<file path="config.mk">
export PLATFORM = sky130hd
export DESIGN_NAME = regrange_xfer_seq
export DESIGN_NICKNAME = d
export VERILOG_FILES = /design/src/rtl/regrange_xfer_pkg.sv /design/src/rtl/rr_idx_stepper.sv /design/src/rtl/rr_addr_stepper.sv /design/src/rtl/regrange_xfer_seq.sv
export SDC_FILE = /design/constraint.sdc
export NUM_CORES = 1
export LEC_CHECK = 0
export BUFFER_PORTS_ARGS = -buffer_cell sky130_fd_sc_hd__buf_2
export CORE_AREA = 2 2 163 165
export CTS_BUF_LIST = sky130_fd_sc_hd__clkbuf_2 sky130_fd_sc_hd__clkbuf_4 sky130_fd_sc_hd__clkbuf_8
export DETAILED_ROUTE_END_ITERATION = 10
export DIE_AREA = 0 0 165 167
export MAX_ROUTING_LAYER = met4
export PLACE_DENSITY = 0.53
export SLEW_MARGIN = 10
export SYNTH_ARGS = -nofsm -noshare
export SYNTH_HDL_FRONTEND = slang
export SYNTH_HIERARCHICAL = 1
export SYNTH_SLANG_ARGS = --single-unit
</file>
<file path="constraint.sdc">
create_clock -name clk -period 4.5 [get_ports clk]
set_input_delay 0.9 -clock clk [delete_from_list [all_inputs] [get_ports clk]]
set_output_delay 0.9 -clock clk [all_outputs]
set_load 0.05 [all_outputs]
</file>
<file path="src/rtl/regrange_xfer_pkg.sv">
package regrange_xfer_pkg;
  typedef enum logic {
    DIR_STORE_UP = 1'b0,
    DIR_LOAD_DOWN = 1'b1
  } walk_dir_e;
endpackage

</file>
<file path="src/rtl/rr_idx_stepper.sv">
module rr_idx_stepper
  import regrange_xfer_pkg::*;
#(
  parameter int IDX_W = 6
) (
  input  logic [IDX_W-1:0] idx_now,
  input  logic [IDX_W-1:0] idx_stop,
  input  walk_dir_e        dir,
  output logic [IDX_W-1:0] idx_next,
  output logic             at_stop
);
  localparam logic [IDX_W-1:0] ONE = IDX_W'(1);

  // register numbers wrap modulo 2**IDX_W in both directions
  always_comb begin
    idx_next = (dir == DIR_LOAD_DOWN) ? idx_now - ONE : idx_now + ONE;
    at_stop  = (idx_now == idx_stop);
  end
endmodule

</file>
<file path="src/rtl/rr_addr_stepper.sv">
module rr_addr_stepper
  import regrange_xfer_pkg::*;
#(
  parameter int ADDR_W     = 32,
  parameter int WORD_BYTES = 8
) (
  input  logic [ADDR_W-1:0] addr_now,
  input  walk_dir_e         dir,
  output logic [ADDR_W-1:0] addr_next
);
  localparam logic [ADDR_W-1:0] STRIDE = ADDR_W'(WORD_BYTES);

  always_comb begin
    addr_next = (dir == DIR_LOAD_DOWN) ? addr_now - STRIDE : addr_now + STRIDE;
  end
endmodule

</file>
<file path="src/rtl/regrange_xfer_seq.sv">
module regrange_xfer_seq
  import regrange_xfer_pkg::*;
#(
  parameter int IDX_W      = 6,
  parameter int ADDR_W     = 32,
  parameter int DATA_W     = 64,
  parameter int WORD_BYTES = DATA_W / 8
) (
  input  logic              clk,
  input  logic              rst_n,
  input  logic              start_valid,
  output logic              start_ready,
  input  logic              start_is_load,
  input  logic [IDX_W-1:0]  start_first,
  input  logic [IDX_W-1:0]  start_last,
  input  logic [ADDR_W-1:0] start_base,
  input  logic              abort,
  output logic              busy,
  output logic [IDX_W-1:0]  cur_idx,
  output logic [ADDR_W-1:0] cur_addr,
  output logic              mem_req_valid,
  input  logic              mem_req_ready,
  output logic              mem_req_write,
  output logic [ADDR_W-1:0] mem_req_addr,
  output logic [DATA_W-1:0] mem_req_wdata,
  input  logic [DATA_W-1:0] mem_rdata,
  output logic [IDX_W-1:0]  rf_rd_idx,
  input  logic [DATA_W-1:0] rf_rd_data,
  output logic              rf_wr_en,
  output logic [IDX_W-1:0]  rf_wr_idx,
  output logic [DATA_W-1:0] rf_wr_data,
  output logic              addr_wb_valid,
  output logic [ADDR_W-1:0] addr_wb_value
);
  logic              busy_q;
  walk_dir_e         dir_q;
  logic [IDX_W-1:0]  idx_q;
  logic [IDX_W-1:0]  stop_q;
  logic [ADDR_W-1:0] addr_q;
  logic              wb_vld_q;
  logic [ADDR_W-1:0] wb_val_q;

  logic [IDX_W-1:0]  idx_nxt;
  logic              last_step;
  logic [ADDR_W-1:0] addr_nxt;
  logic              take_start;
  logic              xfer_fire;

  rr_idx_stepper #(.IDX_W(IDX_W)) u_idx (
    .idx_now (idx_q),
    .idx_stop(stop_q),
    .dir     (dir_q),
    .idx_next(idx_nxt),
    .at_stop (last_step)
  );

  rr_addr_stepper #(.ADDR_W(ADDR_W), .WORD_BYTES(WORD_BYTES)) u_addr (
    .addr_now (addr_q),
    .dir      (dir_q),
    .addr_next(addr_nxt)
  );

  always_comb begin
    start_ready   = !busy_q;
    take_start    = start_valid && !busy_q;
    mem_req_valid = busy_q && !abort;
    xfer_fire     = mem_req_valid && mem_req_ready;
    mem_req_write = (dir_q == DIR_STORE_UP);
    mem_req_addr  = addr_q;
    mem_req_wdata = rf_rd_data;
    rf_rd_idx     = idx_q;
    rf_wr_en      = xfer_fire && (dir_q == DIR_LOAD_DOWN);
    rf_wr_idx     = idx_q;
    rf_wr_data    = mem_rdata;
    busy          = busy_q;
    cur_idx       = idx_q;
    cur_addr      = addr_q;
    addr_wb_valid = wb_vld_q;
    addr_wb_value = wb_val_q;
  end

  always_ff @(posedge clk or negedge rst_n) begin
    if (!rst_n) begin
      busy_q   <= 1'b0;
      dir_q    <= DIR_STORE_UP;
      idx_q    <= '0;
      stop_q   <= '0;
      addr_q   <= '0;
      wb_vld_q <= 1'b0;
      wb_val_q <= '0;
    end else begin
      wb_vld_q <= 1'b0;
      if (take_start) begin
        busy_q <= 1'b1;
        dir_q  <= start_is_load ? DIR_LOAD_DOWN : DIR_STORE_UP;
        idx_q  <= start_first;
        stop_q <= start_last;
        addr_q <= start_base;
      end else if (busy_q && abort) begin
        // progress registers keep the next pending transfer for resumption
        busy_q <= 1'b0;
      end else if (xfer_fire) begin
        if (last_step) begin
          busy_q   <= 1'b0;
          wb_vld_q <= 1'b1;
          wb_val_q <= addr_q;
        end else begin
          idx_q  <= idx_nxt;
          addr_q <= addr_nxt;
        end
      end
    end
  end
endmodule

</file>
==> results.md <==
* Average size of a mapped cell at 10.4 um2
* HP Start: addr_wb_value[12]
* Post-CTS Hold Buffers at 0
* Met2 usage at 19.3%
* Buf+Inv Stages, Crit Path at 1
* RSZ-0062 raised after global routing: no
* Synth Warn # at 6
* Maximum clock frequency at just under 0.3 GHz
* CP max stage cell: dfrtp_1
* Top cell type's share of synthesized area at 29.3%
* Drt wl/cell at 17.0 um
* Clock Tree Buf Depth at 2
* Yosys reg bits at 79
* Primary FF master, synth: dfrtp_1
* Most common cell in the synthesized netlist: buf_4
* Crit path launch type: flop
* Antenna violations before repair at 2
* Hpwl dp at 12.6 mm
* R2R Path End: cur_addr[29]
* DR vias/cell at 4.49
* CTS tree: yes
* CTS H-tree lvls at 3
* Reg-to-reg slack, setup at between 1 and 1.5 ns
* DIE HEIGHT at 167 um
* Syn Nets at 858
* CP endpoint: cur_addr[29]
* EDFF count, synth at 0
* Cell Pwr Density at 1090 nW/um2
* Gpl congestion at 0.810
* Reg2reg start: dir_q
* Most used routing layer: met2
* First-pass GRT wire length at 25.4 mm
* Critical-path cell list: buf_4 -> ha_1 -> a211oi_1 -> nor2_1 -> o41ai_1 -> a21o_1 -> a22oi_1 -> xor2_1 -> mux2_4 -> mux2_2
* R2R depth at 10
* Ports at around 430
* Initial Util at between 20% and 30%
* Sequential cell area fraction in the yosys report at just under 30%
* Area occupied by multi-input gates at 3260 um2
* Met1 usage at 15.8%
* Post-Route WL at roughly 17 mm
* Least-Margin Pin Slew at 0.897 ns
* Worst-skew pair later-pin latency at approximately 0.38 ns
* CTS resizes at 0
* Relative slew slack at 40.2%
* CP Max Fanout at 19
* Chip width at about 170 um
* Largest cells by area after synthesis: dfrtp_1 29%, buf_4 20%, mux2_2 13%
* Tcrit/Tclk final at 74.5%
* Ys async rst share at 100%
* Slowest stage delay, CP at roughly 0.82 ns
* Cell family with most CP delay: compound AO/OA/AOI/OAI gates
* Setup Fix Bufs, Post-CTS at 0
* Sink Count at 79
* Data required, critical path at roughly 4.8 ns
* Commonest cells post-synth: 178 x buf_4, 79 x dfrtp_1, 78 x mux2_2
* Synth area leader: dfrtp_1
* Final hold vios at 0
* Count of cell types in the netlist at 57
* Die ar. at 27600 um2
* Gr usage total at 12.5%
* Mapped Area at 6740 um2
* Layout cells sized above 1 at 48.8%
* Crit path depth at 10
* CP Class: reg -> reg
* CTS Buf Count at 9
* Peak VDD IR at 0.432 mV
* # DRC at 0
* M3 GR Usage at 3.19%
* Worst setup startpoint: dir_q
* Setup Skew at 0.0167 ns
* Vias in the first global route at 4247
* Layout filler cell count at 2766
* DRT iter0 DRCs at about 150
* Congestion Overflow GR at 0
* Initial DRT Pass Iterations at 4
* CTS root buffer: clkbuf_8
* Clk pin slew, worst setup/hold paths at approximately 0.10 ns
* Max Cap Viol at 0
* Syn Inst Count at 647
* Setup TNS at 0 ns
* Hold slack at ~0.49 ns
* Crit path DAT at around 3.6 ns
* Slew Limit Fails at 0
* Final setup violation count at 0
* Worst hold-check path type: reg -> reg
* Row count at 59
* LEAKAGE at 3.37 nW
* Fin crit period at 3.35 ns
* Design area at 6820 um2
* Via count at 4386
* Placement Cell Area at ~6600 um2
* Largest net degree at the start of global routing at 65
* Reg area at 1980 um2
* Number of port buffers at 169
* Core Footprint at ~26000 um2
* Final nets at roughly 850
* Area delta synth->final at 1.19%
* Status: finished, final reports clean
* Post-DRT Antenna Nets at 0
* CP endpoint kind: flop
## cells in the final DEF, fill, tap and decap left out, drive strengths merged, types with 13 or more instances in the layout
master,count
a21o,17
nor2,13
mux2,115
dfrtp,79
nand2,24
inv,14
buf,174
ha,31
o21ai,16
a21oi,28
xnor2,18
xor2,18
## through the flow
step | util, % | worst slack (ns) | std cells | power [mW]
6_report | 26.5 | 1.15 | 976 | 7.40
3_3_place_gp | 25.6 | 1.21 | 958 | 6.79
4_1_cts | 26.5 | 1.11 | 974 | 7.51
3_5_place_dp | 25.6 | 1.13 | 958 | 6.82
2_1_floorplan | - | 1.26 | 647 | 6.28
5_1_grt | 26.5 | 0.787 | 976 | 7.95
## per-layer routing
layer | vias to the layer above | part of all wire, %
met5 | - | 0
met1 | 2106 | 45
met2 | 152 | 46
met3 | 46 | 5.9
li1 | 2082 | -
met4 | 0 | 2.6
## sequential cells by signal (all words and copies together) (netlist names)
name,flops
addr_wb_valid,1
stop_q,6
cur_idx,6
dir_q,1
addr_wb_value,32
busy,1
cur_addr,32
## where the power goes
group / total [mW] / internal (mW) / switching (mW) / leakage (nW)
clock: 0.634 / 0.323 / 0.311 / 0.111
sequential: 1.40 / 1.02 / 0.378 / 0.995
combinational: 5.37 / 1.93 / 3.43 / 2.27
## layout make-up
class                      count  share of cell area [%]
timing repair buffer         174                    13.0
clock inverter                 6                    1.38
clock buffer                  10                    1.93
antenna                        2                  0.0734
multi-input combinational    357                    47.8
inverter                      13                   0.752
sequential                    79                    29.0
tap                          335                    6.15
## cell families after synthesis
kind of cell	after synthesis	share of synthesized area, %
DFF	79	29.3
adders and majority gates	33	6.35
muxes	116	21.0
xor gates and xnor gates	36	4.68
and+or+nand+nor	72	5.46
AOI/OAI and AO/OA	100	10.6
buffers and inverters	211	22.5
## worst min-delay path by stage
stage                        endpoint  depth (start not counted)
CTS                 addr_wb_value[12]                          1
global route        addr_wb_value[12]                          1
global placement     addr_wb_value[5]                          1
floorplan                   stop_q[0]                          1
detailed placement  addr_wb_value[12]                          1
finish              addr_wb_value[12]                          1
(Power assumes the default switching activity.)
